File: src/rtl/otf_root_pkg.sv
package otf_root_pkg;

  // Decoded digit: ok marks a legal code, neg the sign, mag the magnitude 0..2.
  typedef struct packed {
    logic       ok;
    logic       neg;
    logic [1:0] mag;
  } otf_digit_t;

  // Signed 3-bit code: two's complement, values -2..+2 legal.
  function automatic otf_digit_t decode_signed3(input logic [2:0] c);
    otf_digit_t r;
    r = '{ok: 1'b1, neg: 1'b0, mag: 2'd0};
    case (c)
      3'b000: r.mag = 2'd0;
      3'b001: r.mag = 2'd1;
      3'b010: r.mag = 2'd2;
      3'b111: begin r.neg = 1'b1; r.mag = 2'd1; end
      3'b110: begin r.neg = 1'b1; r.mag = 2'd2; end
      default: r.ok = 1'b0;
    endcase
    return r;
  endfunction

  // One-hot code: bit j means digit j-2.
  function automatic otf_digit_t decode_onehot5(input logic [4:0] c);
    otf_digit_t r;
    r = '{ok: $onehot(c), neg: 1'b0, mag: 2'd0};
    if (c[0]) begin r.neg = 1'b1; r.mag = 2'd2; end
    if (c[1]) begin r.neg = 1'b1; r.mag = 2'd1; end
    if (c[3]) r.mag = 2'd1;
    if (c[4]) r.mag = 2'd2;
    return r;
  endfunction

  function automatic logic is_zero(input otf_digit_t d);
    return d.mag == 2'd0;
  endfunction

  function automatic logic is_positive(input otf_digit_t d);
    return !d.neg && d.mag != 2'd0;
  endfunction

  // Field appended to the chosen base for the new positive estimate:
  // d for d >= 0, d+4 for d < 0.
  function automatic logic [1:0] field_plus(input otf_digit_t d);
    logic [1:0] f;
    if (!d.neg) f = d.mag;
    else if (d.mag == 2'd1) f = 2'd3;
    else f = 2'd2;
    return f;
  endfunction

  // Field appended for the new decremented estimate:
  // d-1 for d > 0, d+3 for d <= 0.
  function automatic logic [1:0] field_minus(input otf_digit_t d);
    logic [1:0] f;
    if (is_positive(d)) f = d.mag - 2'd1;
    else if (d.mag == 2'd0) f = 2'd3;
    else if (d.mag == 2'd1) f = 2'd2;
    else f = 2'd1;
    return f;
  endfunction

endpackage

File: src/rtl/otf_digit_dec.sv
module otf_digit_dec
  import otf_root_pkg::*;
#(
  parameter bit DIGIT_ONEHOT = 1'b0,
  localparam int DW = DIGIT_ONEHOT ? 5 : 3
) (
  input  logic [DW-1:0] code,
  output otf_digit_t    dig
);

  generate
    if (DIGIT_ONEHOT) begin : g_onehot
      assign dig = decode_onehot5(code);
    end else begin : g_signed
      assign dig = decode_signed3(code);
    end
  endgenerate

endmodule

File: src/rtl/otf_estimates.sv
module otf_estimates
  import otf_root_pkg::*;
#(
  parameter int NDIG = 8,
  localparam int W  = 2 * NDIG + 4,
  localparam int PW = $clog2(W + 1)
) (
  input  logic          clk,
  input  logic          rst_n,
  input  logic          start,
  input  logic          root_mode,
  input  logic          acc,
  input  otf_digit_t    dig,
  input  logic [PW-1:0] pos_k,
  output logic [W-1:0]  qp,
  output logic [W-1:0]  qn,
  output logic [W-1:0]  qm,
  output logic [PW-1:0] pos_q,
  output logic          mode_q
);

  localparam logic [W-1:0]  ALL_ONES = {W{1'b1}};
  localparam logic [PW-1:0] TOP_POS  = PW'(2 * NDIG);
  localparam logic [W-1:0]  ONE_VAL  = W'(1) << (2 * NDIG);
  localparam logic [W-1:0]  QN_ROOT0 = ALL_ONES << (2 * NDIG);

  function automatic logic [W-1:0] keep_above(input logic [W-1:0] v,
                                              input logic [PW-1:0] p);
    return v & (ALL_ONES << p);
  endfunction

  function automatic logic [W-1:0] place(input logic [1:0] f,
                                         input logic [PW-1:0] p);
    return W'(f) << p;
  endfunction

  logic [W-1:0] base_plus, base_minus;
  logic [W-1:0] qp_next, qm_next, qn_next;
  logic         take_pos_base, take_pos_base_m;

  // Decremented estimate recovered from its stored complement.
  assign qm = ~qn & (ALL_ONES << pos_q);

  assign take_pos_base   = !dig.neg || is_zero(dig);
  assign take_pos_base_m = is_positive(dig);
  assign base_plus       = take_pos_base   ? qp : qm;
  assign base_minus      = take_pos_base_m ? qp : qm;

  assign qp_next = base_plus  | place(field_plus(dig),  pos_k);
  assign qm_next = base_minus | place(field_minus(dig), pos_k);
  assign qn_next = keep_above(~qm_next, pos_k);

  always_ff @(posedge clk or negedge rst_n) begin
    if (!rst_n) begin
      qp     <= '0;
      qn     <= '0;
      pos_q  <= TOP_POS;
      mode_q <= 1'b0;
    end else if (start) begin
      mode_q <= root_mode;
      qp     <= root_mode ? ONE_VAL  : '0;
      qn     <= root_mode ? QN_ROOT0 : '0;
      pos_q  <= TOP_POS;
    end else if (acc) begin
      qp    <= qp_next;
      qn    <= qn_next;
      pos_q <= pos_k;
    end
  end

endmodule

File: src/rtl/otf_multiple.sv
module otf_multiple
  import otf_root_pkg::*;
#(
  parameter int NDIG = 8,
  localparam int W  = 2 * NDIG + 4,
  localparam int PW = $clog2(W + 1)
) (
  input  logic          active,
  input  otf_digit_t    dig,
  input  logic [W-1:0]  qp,
  input  logic [W-1:0]  qn,
  input  logic [PW-1:0] pos_k,
  output logic [W-1:0]  neg_mult,
  output logic          mult_cin
);

  logic [W-1:0]  src;
  logic [W-1:0]  shifted;
  logic [W-1:0]  weight_bit;
  logic [PW-1:0] bit_pos;
  logic          fire;

  // Positive digits use the positive estimate, negative ones the complement.
  assign src        = dig.neg ? qn : qp;
  assign shifted    = (dig.mag == 2'd2) ? (src << 2) : (src << 1);
  assign bit_pos    = (dig.mag == 2'd2) ? (pos_k + PW'(2)) : pos_k;
  assign weight_bit = W'(1) << bit_pos;
  assign fire       = active && dig.ok && !is_zero(dig);

  assign neg_mult = fire ? ~(shifted | weight_bit) : '0;
  assign mult_cin = fire;

endmodule

File: src/rtl/otf_root_conv.sv
module otf_root_conv
  import otf_root_pkg::*;
#(
  parameter int NDIG = 8,
  parameter bit DIGIT_ONEHOT = 1'b0,
  localparam int W  = 2 * NDIG + 4,
  localparam int PW = $clog2(W + 1),
  localparam int IW = $clog2(NDIG + 2),
  localparam int DW = DIGIT_ONEHOT ? 5 : 3
) (
  input  logic          clk,
  input  logic          rst_n,
  input  logic          start,
  input  logic          root_mode,
  input  logic          step,
  input  logic [DW-1:0] digit,
  input  logic [IW-1:0] idx,
  output logic [W-1:0]  q_pos,
  output logic [W-1:0]  q_dec,
  output logic [W-1:0]  neg_mult,
  output logic          mult_cin
);

  otf_digit_t    dig;
  logic          idx_ok;
  logic          acc;
  logic [PW-1:0] pos_k;
  logic [W-1:0]  qp, qn, qm;
  logic [PW-1:0] pos_q;
  logic          mode_q;

  otf_digit_dec #(.DIGIT_ONEHOT(DIGIT_ONEHOT)) u_dec (
    .code (digit),
    .dig  (dig)
  );

  assign idx_ok = (idx != '0) && (int'(idx) <= NDIG);
  assign acc    = step && !start && idx_ok && dig.ok;
  assign pos_k  = PW'(2 * NDIG) - PW'({idx, 1'b0});

  otf_estimates #(.NDIG(NDIG)) u_est (
    .clk       (clk),
    .rst_n     (rst_n),
    .start     (start),
    .root_mode (root_mode),
    .acc       (acc),
    .dig       (dig),
    .pos_k     (pos_k),
    .qp        (qp),
    .qn        (qn),
    .qm        (qm),
    .pos_q     (pos_q),
    .mode_q    (mode_q)
  );

  otf_multiple #(.NDIG(NDIG)) u_mul (
    .active   (acc && mode_q),
    .dig      (dig),
    .qp       (qp),
    .qn       (qn),
    .pos_k    (pos_k),
    .neg_mult (neg_mult),
    .mult_cin (mult_cin)
  );

  assign q_pos = qp;
  assign q_dec = qm;

endmodule

File: config.mk
export PLATFORM = sky130hd
export DESIGN_NAME = otf_root_conv
export DESIGN_NICKNAME = d
export VERILOG_FILES = /design/src/rtl/otf_root_pkg.sv /design/src/rtl/otf_digit_dec.sv /design/src/rtl/otf_estimates.sv /design/src/rtl/otf_multiple.sv /design/src/rtl/otf_root_conv.sv
export SDC_FILE = /design/constraint.sdc
export NUM_CORES = 1
export LEC_CHECK = 0
export CAP_MARGIN = 20
export CORE_ASPECT_RATIO = 1.1
export CORE_MARGIN = 4
export CORE_UTILIZATION = 36
export DETAILED_ROUTE_END_ITERATION = 16
export GPL_ROUTABILITY_DRIVEN = 0
export HOLD_SLACK_MARGIN = 0.05
export PLACE_DENSITY = 0.58
export SLEW_MARGIN = 10
export SYNTH_ARGS = -nofsm -noshare
export SYNTH_HDL_FRONTEND = slang
export SYNTH_SLANG_ARGS = --single-unit
File: constraint.sdc
create_clock -name clk -period 3.2 [get_ports clk]
set_input_delay 0.48 -clock clk [delete_from_list [all_inputs] [get_ports clk]]
set_output_delay 0.48 -clock clk [all_outputs]
set_load 0.05 [all_outputs]
==> results.yml, run 1 <==
run_status:
  status: "complete, no violations"
detailed_routing:
  drt-initial-drc-count: 371
  drc: 0
  wl_met1_mm: 6.079
  vias: 4061
  wl_per_cell_um: 21.15
  drtAntennaViolNets: 0
  first_pass_iters: 5
  wl_mm: 14.53
  routed_via_density: 5.911
  dr_wl_met2_mm: 6.867
  wl_met3_mm: 1.113
  top_layer: "met4"
synth:
  ys_top_cells_by_area: "dfrtp_1, nand2_1, mux2i_1"
  synth-xor-area-share: 0.01460
  syn_area_um2: 3600
  synth_top_family_by_area: "simple AND/OR/NAND/NOR gates"
  yosysTopAreaCellShare: 0.3059
  synth-compound-area-share: 0.2520
  syn_inst: 450
  synth_seq_cells: 45
  yosys.area_share.simple: 0.2555
  yosysMostFrequentCell: "nand2_1"
  async_flop_share: 1.000
  yosysSeqAreaShare: 0.3132
  syn_avg_cell_area_um2: 7.999
  muxShareOfSynthArea: 0.07855
  yosysWarnings: 0
  synth_edf_count: 0
  synth_common_cells: "nand2_1, dfrtp_1, nor2_1"
  synthAdderAreaFrac: 0.03128
  yosysUniqueCellTypes: 52
  dominantRegCellSynth: "dfrtp_1"
  yosysTopAreaCell: "dfrtp_1"
  syn_nets: 471
cells_and_area:
  antenna_cells: 0
  syn_to_final_growth_pct: 54.15
  nets: 587
  drive_gt1_frac: 0.2663
timing:
  setup_viol: 0
  timing.hold.ws_ns: 0.06072
  final_max_slew_viol_count: 0
  fin_setup_tns_ns: 0
  fin_skew_ns: 0.004713
  hold_viol: 0
  post-route-min-period_ns: 3.096
  fmax_mhz: 323.0
  max-slew-margin-rel: 0.4669
  tightest_slew_ns: 0.7953
  rsz0062_at_grt: "false"
  final.period_utilization: 0.9676
setup_path:
  endpoint: "neg_mult[5]"
  crit_start: "idx[0]"
  crit_type: "in2out"
  r2r_end: "u_est.qn[0]"
  critPathCaptureType: "output pin"
  start_kind: "input port"
  reg2reg_slack_ns: 1.28
  cp.required_ns: 2.72
  reg2reg_depth: 4
  crit_fanout: 5
  worstPathArrival_ns: 2.62
  r2r-start: "u_est.pos_q[3]"
global_route:
  grt_pass1_vias: 4105
  antenna_found_initial: 0
  grt.total_usage: 0.2528
  grt.overflow.total: 0
  grt_start_max_net_pins: 46
  grt_pass1_wl_mm: 22.85
clocking:
  clkTransAtPathRegs_ns: 0.09
  cts-root-buf: "clkbuf_8"
  clock-sinks: 45
  cts_inserted_buffers: 5
  cts_tree: "built"
  htreeDepth: 2
  cts_hold_buf: 0
  clk_latency_ns: 0.30
  clockBufferDepth: 2
floorplan:
  dieArea_um2: 11660
  start_util: 0.3675
  die_w_um: 103.3
  die_h_um: 112.9
  core_um2: 9794
  num_rows: 38
  boundaryPins: 73
job:
  cap_viol_max_count: 0
power_and_ir_drop:
  power_w: 0.001651
  leakagePower_nw: 2.409
  ir_worst_vdd_v: 0.0002271
  p_per_area_nw_per_um2: 297.5
placement:
  portBuffers: 72
  hpwl_mm: 10.67
min_path:
  min_path_type: "in2async"
worst max-delay path: stages:
cell	delay, ns
buf_8	0.09
clkinv_8	0.04
ha_4	0.15
buf_4	0.12
buf_4	0.12
nor2b_4	0.12
xnor2_1	0.18
buf_4	0.16
nand2_4	0.05
or3_4	0.36
buf_12	0.14
buf_4	0.16
buf_12	0.13
a21oi_2	0.16
buf_12	0.16
timing repair:
action / in CTS / in global routing
pin swaps: 12 / 7
setup endpoints to repair: 21 / 14
gates resized for setup: 12 / 12
setup buffers: 9 / 6
cloned: 0 / 0
stage by stage:
step	cell area, um2	utilization	setup slack [ns]	std cells
2_1_floorplan	3924	-	-0.1016	450
4_1_cts	5454	0.5568	0.01645	680
3_3_place_gp	5266	0.5377	-0.2463	663
6_report	5549	0.5666	0.1038	687
3_5_place_dp	5266	0.5377	-0.3220	663
5_1_grt	5549	0.5666	0.01093	687
layer usage:
metal | up-vias | track usage
met1 | 1956 | 0.3471
li1 | 1876 | -
met5 | - | 0
met2 | 190 | 0.3975
met3 | 39 | 0.04007
met4 | 0 | 0.09413
cells in the final DEF, fill, tap and decap left out, types with 12 or more instances in the layout:
master / instances
nand2_1: 70
o21ai_0: 14
dfrtp_1: 44
o22ai_1: 16
nor3_1: 24
buf_4: 63
nor2_1: 33
nor2b_1: 17
mux2i_1: 26
buf_12: 25
a21oi_1: 14
a21oi_2: 12
clkdlybuf4s50_1: 44
layout make-up:
cell class	count	area [um2]
flip-flops and latches	45	1127
clock inverters	1	5.005
fillers	890	4245
well taps	120	150.1
multi-input cells	357	2552
repair buffers	142	1535
inverters	15	82.58
clock buffers	7	96.34
logic make-up (layout without fill, tap and decap cells):
family,count (synthesis),count (layout)
and+or+nand+nor,190,190
AOI/OAI and AO/OA,124,124
buffers and inverters,48,165
DFF,45,45
muxes,28,28
adders and majority gates,9,9
xor gates and xnor gates,6,6
report_power, final:
part	switching [W]	internal, W
Combinational	0.000392	0.000234
Clock	0.000213	0.000196
Sequential	0.0000259	0.000590
Total	0.000631	0.00102
state kept, by name (all words and copies together) (netlist names):
| signal | count |
|---|---|
| u_est.mode_q | 1 |
| u_est.qp | 20 |
| u_est.pos_q | 4 |
| u_est.qn | 20 |
worst min-delay path by stage:
stage | startpoint | endpoint | depth (start not counted)
after CTS | rst_n | u_est.qp[13] | 1
after detailed placement | u_est.qn[2] | u_est.qn[2] | 2
after global routing | rst_n | u_est.qn[12] | 1
after floorplan | rst_n | u_est.mode_q | 0
after global placement | u_est.qn[2] | u_est.qn[2] | 2
final | rst_n | u_est.qp[10] | 1
Power figures use the tool's default switching activity.
==> inputs of run 2 (changes only) <==
Settings changed: RECOVER_POWER set to 50.
==> run 2 against run 1 <==
Compared with the run above: the flow now finishes with violations (capacitance limit, slew limit); fmax is essentially flat; combinational power decreased by 1%; power decreased by 0.67%; critical endpoint unchanged.
==> results.yml, run 2 (same netlist as run 1, synthesis figures left out) <==
setup_path:
  cp_cell_sequence: "buf_8 > clkinv_8 > ha_4 > buf_4 > buf_4 > nor2b_4 > xnor2_1 > buf_4 > nand2_4 > or3_4 > buf_12 > buf_4 > buf_12 > a21oi_2 > buf_12"
  crit_type: "in2out"
  cpPeakStageDelay_ns: 0.36
  worstPathArrival_ns: 2.62
  slowest_stage: "or3_4"
  crit_fanout: 5
  r2r_end: "u_est.qn[0]"
  cp.required_ns: 2.72
  reg2reg_slack_ns: 1.27
  cp_common_cell: "buf_4"
  critPathCaptureType: "output pin"
  r2r-start: "u_est.pos_q[3]"
  start_kind: "input port"
  reg2reg_depth: 4
detailed_routing:
  wl_mm: 14.53
  drtAntennaViolNets: 0
  wl_per_cell_um: 21.14
  first_pass_iters: 5
  drt-initial-drc-count: 375
  routed_via_density: 5.948
  drc: 0
  vias: 4086
clocking:
  cts_tree: "built"
  clockBufferDepth: 2
  clock-sinks: 45
  cts_hold_buf: 0
  clkTransAtPathRegs_ns: 0.09
  clk_latency_ns: 0.30
  cts-root-buf: "clkbuf_8"
  htreeDepth: 2
  cts_inserted_buffers: 5
cells_and_area:
  layout.cells.non_filler: 687
  syn_to_final_growth_pct: 53.28
  nets: 587
  final_util: 0.5634
  multi_input_area_um2: 2549
  drive_gt1_frac: 0.2575
  seqCellArea_um2: 1127
  layout_commonest_cell: "nand2_1"
  antenna_cells: 0
  reg_top3: "u_est.qn (20), u_est.qp (20), u_est.pos_q (4)"
  final_cell_mix: "nand2_1, buf_4, dfrtp_1, nor2_1, mux2i_1"
  nFillCells: 901
global_route:
  grt_start_max_net_pins: 46
  grt_pass1_wl_mm: 22.85
  grt.total_usage: 0.2528
  antenna_found_initial: 0
  grt.overflow.total: 0
  grt_pass1_vias: 4105
job:
  cap_viol_max_count: 1
timing:
  final.period_utilization: 0.9679
  worst_slack_ns: 0.1026
  final_max_slew_viol_count: 34
  timing.hold.ws_ns: 0.1890
  fmax_mhz: 322.9
  fin_setup_tns_ns: 0
  rsz0062_at_grt: "false"
  post-route-min-period_ns: 3.097
  tightest_slew_ns: 1.866
  fin_skew_ns: 0.007164
  max-slew-margin-rel: -0.2438
  hold_viol: 0
  setup_viol: 0
floorplan:
  num_rows: 38
  die_w_um: 103.3
  core_um2: 9794
  dieArea_um2: 11660
  boundaryPins: 73
  start_util: 0.3675
  die_h_um: 112.9
power_and_ir_drop:
  p_per_area_nw_per_um2: 297.2
  leakagePower_nw: 2.458
  ir_worst_vdd_v: 0.0002267
placement:
  place_ws_ns: -0.3220
  hpwl_mm: 10.67
  dp.cells: 663
  portBuffers: 72
run_status:
  status: "complete, but fails checks"
  failed_checks: "capacitance limit, slew limit"
min_path:
  min_path_type: "in2async"
-- run 2: routing by layer --
metal / global-route usage / part of all wire / routed length (um)
met2: 0.3975 / 0.47 / 6867
met1: 0.3471 / 0.42 / 6040
met5: 0 / 0 / 0
met4: 0.09413 / 0.032 / 466
met3: 0.04007 / 0.079 / 1152
-- run 2: per-stage QoR --
step                      total power, W  instance area [um2]
after floorplan                0.0009949                 3924
after global placement          0.001218                 5266
after detailed placement        0.001225                 5266
after CTS                       0.001638                 5454
after global routing            0.001708                 5518
final                           0.001640                 5518
-- run 2: cell type report --
class,instances,share of cell area
inverters,15,0.01497
clock inverters,1,0.0009070
flip-flops and latches,45,0.2043
well taps,120,0.02721
multi-input cells,357,0.4619
clock buffers,7,0.01746
repair buffers,142,0.2732
-- run 2: power by group --
| group | total, W | switching, W | internal, W |
|---|---|---|---|
| Sequential | 0.000616 | 0.0000257 | 0.000590 |
| Combinational | 0.000620 | 0.000392 | 0.000228 |
| Clock | 0.000404 | 0.000208 | 0.000196 |
| Total | 0.00164 | 0.000626 | 0.00101 |
-- run 2: how the worst max path moves through the flow --
stage / start / endpoint / slack, ns / cells past startpoint
after floorplan: idx[0] / neg_mult[2] / -0.10 / 12
after global placement: idx[0] / neg_mult[12] / -0.25 / 10
after detailed placement: idx[0] / neg_mult[10] / -0.32 / 10
after CTS: digit[1] / neg_mult[5] / 0.02 / 9
after global routing: idx[0] / neg_mult[16] / 0.01 / 13
final: idx[0] / neg_mult[5] / 0.10 / 15
-- run 2: repair_timing --
action,CTS,global route
pin swaps,12,7
setup buffers,9,6
resized for setup,12,12
endpoints found under the setup margin,21,14
-- run 2: critical path, delay by kind of cell --
family	cells	cell delay, ns
XOR/XNOR	1	0.18
AND/OR/NAND/NOR	3	0.53
adder cells (fa/ha/maj)	1	0.15
buffers and inverters	9	1.12
AO/OA/AOI/OAI	1	0.16
==> inputs of run 3 (changes only) <==
Settings changed: CTS_CLUSTER_DIAMETER set to 80, SLEW_MARGIN 10 to 15, TNS_END_PERCENT set to 100.
==> results of run 3 <==
Same layout as run 2: the final DEF is identical, and so are final timing and power.
